===== config.mk =====
export PLATFORM = sky130hd
export DESIGN_NAME = pwr_island_seq
export DESIGN_NICKNAME = d
export VERILOG_FILES = /design/src/rtl/pis_pkg.sv /design/src/rtl/pis_key_gate.sv /design/src/rtl/pis_window_timer.sv /design/src/rtl/pis_seq_fsm.sv /design/src/rtl/pwr_island_seq.sv
export SDC_FILE = /design/constraint.sdc
export NUM_CORES = 1
export LEC_CHECK = 0
export BUFFER_PORTS_ARGS = -buffer_cell sky130_fd_sc_hd__buf_2
export CORE_UTILIZATION = 45
export DETAILED_ROUTE_END_ITERATION = 6
export GPL_TIMING_DRIVEN = 1
export PLACE_DENSITY = 0.92
export SYNTH_ARGS = -nofsm -noshare
export SYNTH_HDL_FRONTEND = slang
export SYNTH_SLANG_ARGS = --single-unit

===== constraint.sdc =====
create_clock -name clk -period 5.1 [get_ports clk]
set_input_delay 1.275 -clock clk [delete_from_list [all_inputs] [get_ports clk]]
set_output_delay 1.275 -clock clk [all_outputs]
set_load 0.02 [all_outputs]

===== src/rtl/pis_pkg.sv =====
// Shared types and field positions for the power island sequencer.
// Assumes a 32-bit control word with the key in the top byte.
package pis_pkg;
    typedef enum logic [2:0] {
        ST_IDLE,
        ST_RAMP,
        ST_REP_REQ,
        ST_REP_WAIT,
        ST_UNWIND_PWR,
        ST_OFF_ELEC,
        ST_OFF_SW
    } pis_state_e;

    localparam logic [7:0] PIS_KEY     = 8'h5A;
    localparam int         B_PWRUP     = 0;
    localparam int         B_PGOOD     = 1;
    localparam int         B_ELEC      = 2;
    localparam int         B_REPREQ    = 3;
    localparam int         B_REPDONE   = 4;
    localparam int         B_FUNC      = 5;
    localparam int         B_ENABLE    = 12;
    localparam int         B_INRUSH_LO = 13;
    localparam int         B_BUSY      = 16;
    localparam int         B_ERR       = 17;
endpackage


===== src/rtl/pis_key_gate.sv =====
// Key check on control writes. It holds the enable bit and turns accepted
// writes into single-cycle power-up or power-down command pulses.
// Assumes the write strobe is one cycle per write.
module pis_key_gate
    import pis_pkg::*;
(
    input  logic        clk,
    input  logic        rst_n,
    input  logic        wr_i,
    input  logic [31:0] wdata_i,
    output logic        en_q_o,
    output logic        cmd_on_o,
    output logic        cmd_off_o
);
    logic key_ok;

    // Purpose: decide whether this write carries the key.
    always_comb key_ok = wr_i && (wdata_i[31:24] == PIS_KEY);

    // Purpose: store the enable bit from accepted writes.
    always_ff @(posedge clk) begin
        if (!rst_n)      en_q_o <= 1'b0;
        else if (key_ok) en_q_o <= wdata_i[B_ENABLE];
    end

    // Purpose: turn accepted, enabled writes into command pulses.
    always_comb begin
        cmd_on_o  = key_ok && wdata_i[B_ENABLE] &&  wdata_i[B_PWRUP];
        cmd_off_o = key_ok && wdata_i[B_ENABLE] && !wdata_i[B_PWRUP];
    end

    // a write with a wrong key leaves the enable bit alone
    a_r2_bad_key_dropped: assert property (@(posedge clk) disable iff (!rst_n)
        (wr_i && wdata_i[31:24] != PIS_KEY) |=> $stable(en_q_o));
endmodule


===== src/rtl/pis_window_timer.sv =====
// Down-counter for timeout windows. A load sets the count, and it then
// decrements to zero and holds there. zero_o flags an expired window.
module pis_window_timer #(
    parameter int W = 8
) (
    input  logic         clk,
    input  logic         rst_n,
    input  logic         load_i,
    input  logic [W-1:0] load_val_i,
    output logic         zero_o
);
    logic [W-1:0] cnt;

    // Purpose: load or count down toward zero.
    always_ff @(posedge clk) begin
        if (!rst_n)                cnt <= '0;
        else if (load_i)           cnt <= load_val_i;
        else if (cnt != '0)        cnt <= cnt - 1'b1;
    end

    // Purpose: report expiry.
    always_comb zero_o = (cnt == '0);
endmodule


===== src/rtl/pis_seq_fsm.sv =====
// Sequencer for power-up (inrush ramp, isolation release, memory repair)
// and power-down (isolation, then switch open), with unwind on timeout.
// Assumes command pulses are one cycle wide and that they are ignored
// while a sequence runs.
module pis_seq_fsm
    import pis_pkg::*;
#(
    parameter int CYC_PER_US = 4
) (
    input  logic       clk,
    input  logic       rst_n,
    input  logic       cmd_on_i,
    input  logic       cmd_off_i,
    input  logic       pwr_good_i,
    input  logic       repair_done_i,
    output logic       sw_en_o,
    output logic [1:0] inrush_o,
    output logic       elec_rel_o,
    output logic       func_rel_o,
    output logic       repair_req_o,
    output logic       busy_o,
    output logic       err_o
);
    localparam int RAMP_CYC = 3 * CYC_PER_US;
    localparam int REP_CYC  = CYC_PER_US;
    localparam int TW       = $clog2(RAMP_CYC + 1);
    localparam logic [TW-1:0] RAMP_LOAD = TW'(RAMP_CYC - 1);
    localparam logic [TW-1:0] REP_LOAD  = TW'(REP_CYC - 1);
    localparam logic [1:0]    TOP_CODE  = 2'd3;

    pis_state_e    state;
    logic          tmr_load;
    logic [TW-1:0] tmr_val;
    logic          tmr_zero;

    pis_window_timer #(.W(TW)) u_timer (
        .clk        (clk),
        .rst_n      (rst_n),
        .load_i     (tmr_load),
        .load_val_i (tmr_val),
        .zero_o     (tmr_zero)
    );

    // Purpose: decide when the window timer restarts and with what length.
    always_comb begin
        tmr_load = 1'b0;
        tmr_val  = RAMP_LOAD;
        if (state == ST_IDLE && cmd_on_i && !sw_en_o) begin
            tmr_load = 1'b1;
        end else if (state == ST_RAMP && !pwr_good_i && tmr_zero && inrush_o != TOP_CODE) begin
            tmr_load = 1'b1;
        end else if (state == ST_REP_REQ) begin
            tmr_load = 1'b1;
            tmr_val  = REP_LOAD;
        end
    end

    // Purpose: step the sequence and drive the registered control outputs.
    always_ff @(posedge clk) begin
        if (!rst_n) begin
            state        <= ST_IDLE;
            sw_en_o      <= 1'b0;
            inrush_o     <= 2'd0;
            elec_rel_o   <= 1'b0;
            func_rel_o   <= 1'b0;
            repair_req_o <= 1'b0;
            err_o        <= 1'b0;
        end else begin
            unique case (state)
                ST_IDLE: begin
                    if (cmd_on_i && !sw_en_o) begin
                        sw_en_o  <= 1'b1;
                        inrush_o <= 2'd0;
                        err_o    <= 1'b0;
                        state    <= ST_RAMP;
                    end else if (cmd_off_i && sw_en_o) begin
                        func_rel_o <= 1'b0;
                        err_o      <= 1'b0;
                        state      <= ST_OFF_ELEC;
                    end
                end
                ST_RAMP: begin
                    if (pwr_good_i) begin
                        elec_rel_o <= 1'b1;
                        state      <= ST_REP_REQ;
                    end else if (tmr_zero) begin
                        if (inrush_o == TOP_CODE) begin
                            sw_en_o  <= 1'b0;
                            inrush_o <= 2'd0;
                            err_o    <= 1'b1;
                            state    <= ST_IDLE;
                        end else begin
                            inrush_o <= inrush_o + 2'd1;
                        end
                    end
                end
                ST_REP_REQ: begin
                    repair_req_o <= 1'b1;
                    state        <= ST_REP_WAIT;
                end
                ST_REP_WAIT: begin
                    if (repair_done_i) begin
                        repair_req_o <= 1'b0;
                        func_rel_o   <= 1'b1;
                        state        <= ST_IDLE;
                    end else if (tmr_zero) begin
                        repair_req_o <= 1'b0;
                        elec_rel_o   <= 1'b0;
                        state        <= ST_UNWIND_PWR;
                    end
                end
                ST_UNWIND_PWR: begin
                    sw_en_o  <= 1'b0;
                    inrush_o <= 2'd0;
                    err_o    <= 1'b1;
                    state    <= ST_IDLE;
                end
                ST_OFF_ELEC: begin
                    elec_rel_o <= 1'b0;
                    state      <= ST_OFF_SW;
                end
                ST_OFF_SW: begin
                    sw_en_o <= 1'b0;
                    state   <= ST_IDLE;
                end
                default: state <= ST_IDLE;
            endcase
        end
    end

    // Purpose: expose sequence activity.
    always_comb busy_o = (state != ST_IDLE);

    // functional release only while electrical isolation is released
    a_r6_func_needs_elec: assert property (@(posedge clk) disable iff (!rst_n)
        func_rel_o |-> elec_rel_o);
    // electrical release only with the switch closed
    a_r6_elec_needs_switch: assert property (@(posedge clk) disable iff (!rst_n)
        elec_rel_o |-> sw_en_o);
    // repair is requested only after electrical release
    a_r6_repair_needs_elec: assert property (@(posedge clk) disable iff (!rst_n)
        repair_req_o |-> elec_rel_o);
    // an expired window without power-good steps the code by one
    a_r4_step_up: assert property (@(posedge clk) disable iff (!rst_n)
        (state == ST_RAMP && tmr_zero && !pwr_good_i && inrush_o != TOP_CODE)
        |=> (inrush_o == $past(inrush_o) + 2'd1));
    // a raised error leaves the island fully off
    a_r5_fail_clean: assert property (@(posedge clk) disable iff (!rst_n)
        $rose(err_o) |-> (!sw_en_o && inrush_o == 2'd0 && !elec_rel_o));
    // commands arriving while busy leave the error flag unchanged
    a_r10_busy_ignore: assert property (@(posedge clk) disable iff (!rst_n)
        (busy_o && state == ST_OFF_SW && (cmd_on_i || cmd_off_i)) |=> $stable(err_o));
endmodule


===== src/rtl/pwr_island_seq.sv =====
// Top of the power island sequencer. It joins the key gate and the
// sequencer and assembles the status word. Assumes pwr_good_i and
// repair_done_i are already synchronous to clk.
module pwr_island_seq
    import pis_pkg::*;
#(
    parameter int CYC_PER_US = 4
) (
    input  logic        clk,
    input  logic        rst_n,
    input  logic        reg_wr_i,
    input  logic [31:0] reg_wdata_i,
    output logic [31:0] reg_rdata_o,
    input  logic        pwr_good_i,
    input  logic        repair_done_i,
    output logic        sw_en_o,
    output logic [1:0]  inrush_o,
    output logic        elec_rel_o,
    output logic        func_rel_o,
    output logic        repair_req_o,
    output logic        busy_o,
    output logic        err_o
);
    logic en_q;
    logic cmd_on;
    logic cmd_off;

    pis_key_gate u_gate (
        .clk       (clk),
        .rst_n     (rst_n),
        .wr_i      (reg_wr_i),
        .wdata_i   (reg_wdata_i),
        .en_q_o    (en_q),
        .cmd_on_o  (cmd_on),
        .cmd_off_o (cmd_off)
    );

    pis_seq_fsm #(.CYC_PER_US(CYC_PER_US)) u_fsm (
        .clk           (clk),
        .rst_n         (rst_n),
        .cmd_on_i      (cmd_on),
        .cmd_off_i     (cmd_off),
        .pwr_good_i    (pwr_good_i),
        .repair_done_i (repair_done_i),
        .sw_en_o       (sw_en_o),
        .inrush_o      (inrush_o),
        .elec_rel_o    (elec_rel_o),
        .func_rel_o    (func_rel_o),
        .repair_req_o  (repair_req_o),
        .busy_o        (busy_o),
        .err_o         (err_o)
    );

    // Purpose: assemble the status word from state and live inputs.
    always_comb begin
        reg_rdata_o                           = '0;
        reg_rdata_o[B_PWRUP]                  = sw_en_o;
        reg_rdata_o[B_PGOOD]                  = pwr_good_i;
        reg_rdata_o[B_ELEC]                   = elec_rel_o;
        reg_rdata_o[B_REPREQ]                 = repair_req_o;
        reg_rdata_o[B_REPDONE]                = repair_done_i;
        reg_rdata_o[B_FUNC]                   = func_rel_o;
        reg_rdata_o[B_ENABLE]                 = en_q;
        reg_rdata_o[B_INRUSH_LO+1:B_INRUSH_LO] = inrush_o;
        reg_rdata_o[B_BUSY]                   = busy_o;
        reg_rdata_o[B_ERR]                    = err_o;
    end
endmodule


==> results by group <==
Run status
  – Status: finished, final reports clean

Global route
  – Initial antenna violation count: 0
  – Aggregate global-route resource usage: around 15%
  – First-pass GRT wire length: between 3 and 4 mm
  – Largest net degree at the start of global routing: 20
  – GRT overflow: 0
  – Vias in the first global route: 746

Synthesis
  – Post-synthesis cell type count: 40
  – Post-Synth Adder-Cell Area: 2.174%
  – Cells after Synth: 140
  – Yosys warnings: 0
  – Simple-Gate Fraction of Synth Area: 26.74%
  – Async SR Flop Fraction: 0%
  – Sequential area share after synthesis: 26.09%
  – Yosys reg bits: 15
  – Post-synthesis xor/xnor area fraction: between 1.5 and 2%
  – Mux share of post-synthesis cell area: 5.217%
  – Main combinational cell family by area after synthesis: simple AND/OR/NAND/NOR gates
  – Mean Syn Cell Area: a little over 8 um2
  – Post-synth EDFFs: 0
  – Prevailing post-synth register cell: dfxtp_1
  – Synth area leaders: dfxtp_1, buf_4, mux2i_1, nand3b_1, nand2_1
  – Compound-Gate Fraction of Synth Area: 14.02%
  – Yosys top cell area share: 26.09%
  – Top cell type by total area after synthesis: dfxtp_1
  – Cell Area, Synth: between 0.001 and 0.0015 mm2

Route
  – WL final: 2.058 mm
  – First-iteration detailed-routing DRC count: 22
  – Vias/cell: approximately 4.9
  – 1st-pass router iterations: 4
  – Drt wl/cell: 11.01 um
  – Via count: 924
  – DRC: 0
  – DRT antenna net count: 0

Die
  – I/O pins: 77
  – Die width: 52.58 um
  – Die ar.: 0.002764 mm2
  – Initial Util: 49.65%
  – Chip Height: 52.58 um
  – Placeable core area: approximately 0.0023 mm2
  – # rows: 17

Setup path
  – Largest incremental delay on the critical path: 0.18 ns
  – Crit. End Element: primary output
  – Critical path class: in2out
  – Maximum fanout along the worst path: 7
  – Top delay family on crit path: buffers and inverters
  – CP dominant cell by count: buf_2
  – CP max-delay cell: buf_2
  – Crit path cell chain: buf_2, buf_2
  – Bufs and invs on worst path: 2
  – WP data arrival: between 1.5 and 2 ns
  – Critical path startpoint category: input port
  – Worst Setup SP: pwr_good_i
  – CP required: 3.83 ns
  – FF-to-FF Start: u_fsm.state[2]$_SDFFE_PN0P_

Layout
  – Area of the multi-input gates: 650.6 um2
  – Register Area: 300.3 um2
  – Fill cell count: 251
  – Layout cells sized above 1: 27.04%
  – # diodes: 0
  – Synthesis-to-finish area growth: 3.261%
  – # nets final: between 150 and 200
  – Post-layout util: 51.27%

Clocking
  – TritonCTS buffer count: 3
  – Post_cts resized: 0
  – Hold buffer count at CTS: 0
  – Root Driver: clkbuf_4
  – Clock latency on the worst-skew pair: 0.28 ns
  – H-tree Lvls: 1
  – # clock sinks: 15
  – Setup Fix Bufs, Post-CTS: 0
  – CTS tree: yes
  – Clock Tree Buf Depth: 2
  – Clock transition at path regs: 0.09 ns

STA
  – Setup TNS Final: 0 ns
  – Final hold violation count: 0
  – Pins Over Slew Limit: 0
  – Fin crit share: 56.40%
  – Slew HR: 56.83%
  – Max Clock Skew: 0.003506 ns
  – Fmax: 347.7 MHz
  – Measured slew at the worst slew-check pin: about 0.65 ns
  – Hold WS: 0.5100 ns
  – RSZ-0062 raised after global routing: no
  – Final setup violating endpoints: 0
  – Min Tclk post-route: 2.876 ns

Placement
  – DP Wirelength: between 1.5 and 2 mm
  – Port Buffers: 33
  – RePlAce Congestion: 0.8187

Power
  – P_leak: roughly 0.56 nW
  – Pwr Density: 417.1 mW/mm2
  – VDD IR max: 0.2290 mV
  – Pwr Total: 0.0004958 W

Min path
  – Hold Crit Start: u_fsm.inrush_o[1]$_SDFFE_PN0P_
  – Worst Hold Class: reg2reg

Flow run
  – Max_cap viols: 0
==> stage by stage <==
step | setup slack, ns | instance area [um2] | instances
2_1_floorplan | 2.416 | 1226 | 160
3_3_place_gp | 2.226 | 1162 | 183
3_5_place_dp | 2.221 | 1162 | 183
4_1_cts | 2.221 | 1189 | 187
5_1_grt | 2.199 | 1189 | 187
6_report | 2.224 | 1189 | 187
==> layer usage <==
metal	wire, um	global-route usage [%]	vias to the layer above
met4	60	11.84	0
met2	1018	25.11	32
li1	-	-	475
met5	0	0	-
met3	93	2.029	6
met1	885	18.20	411
==> cell usage after synthesis, drive strengths merged (2+ instances only) <==
cell type,instances
buf,33
dfxtp,15
nand2,9
nor2,8
nand3b,7
mux2i,6
o21ai,6
clkbuf,5
nor3,5
a21oi,4
nor2b,4
inv,3
nand2b,3
o211ai,3
ha,2
nand3,2
nor3b,2
nor4b,2
o31a,2
==> placed cells by master (no fill, tap or decap), drive strengths merged, types with 4 or more instances in the layout <==
| cell type | n |
|---|---|
| o21ai | 6 |
| nand3b | 7 |
| nand2 | 9 |
| dfxtp | 15 |
| a21oi | 4 |
| buf | 33 |
| clkbuf | 4 |
| nor2 | 8 |
| conb | 21 |
| nor3 | 5 |
| nor2b | 4 |
| mux2i | 6 |
==> worst reg2reg max path: cells and delay by family (launching register included) <==
family           cells  cell delay [ns]
flip-flops           1             0.44
AO/OA/AOI/OAI        1             0.30
AND/OR/NAND/NOR      2             1.09
==> logic make-up (layout without fill, tap and decap cells) <==
group | count (synthesis) | in the layout
and+or+nand+nor | 51 | 51
buffers and inverters | 41 | 40
AOI/OAI and AO/OA | 22 | 22
DFF | 15 | 15
muxes | 6 | 6
adders and majority gates | 2 | 2
xor gates and xnor gates | 2 | 2
other | 1 | 21
==> power breakdown <==
group | leakage, nW | total (W) | switching (W) | internal, W
Sequential | 0.122 | 0.000178 | 0.0000329 | 0.000145
Clock | 0.0150 | 0.0000685 | 0.0000382 | 0.0000304
Combinational | 0.421 | 0.000250 | 0.000144 | 0.000105
==> state kept, by name, indices dropped and copies added, names as in the netlist <==
name,cells
u_fsm.func_rel_o,1
u_fsm.repair_req_o,1
u_fsm.elec_rel_o,1
u_gate.en_q_o,1
u_fsm.u_timer.cnt,4
u_fsm.err_o,1
u_fsm.sw_en_o,1
u_fsm.inrush_o,2
u_fsm.state,3
==> final timing paths <==
check / slack [ns] / cells after the start / end
worst max-delay path: 2.22 / 2 / reg_rdata_o[1]
worst min-delay path: 0.51 / 2 / u_fsm.inrush_o[1]$_SDFFE_PN0P_
worst max register to register: 3.16 / 3 / u_fsm.err_o$_SDFFE_PN0P_
worst min register to register: 0.51 / 2 / u_fsm.inrush_o[1]$_SDFFE_PN0P_
==> layout make-up <==
| type | count | share of cell area (%) |
|---|---|---|
| multi-input cells | 104 | 54.74 |
| flip-flops and latches | 15 | 25.26 |
| repair buffers | 33 | 13.89 |
| well taps | 28 | 2.947 |
| clock buffers | 4 | 2.211 |
| inverters | 3 | 0.9474 |
Note: power is estimated with default switching activity, not from simulation.
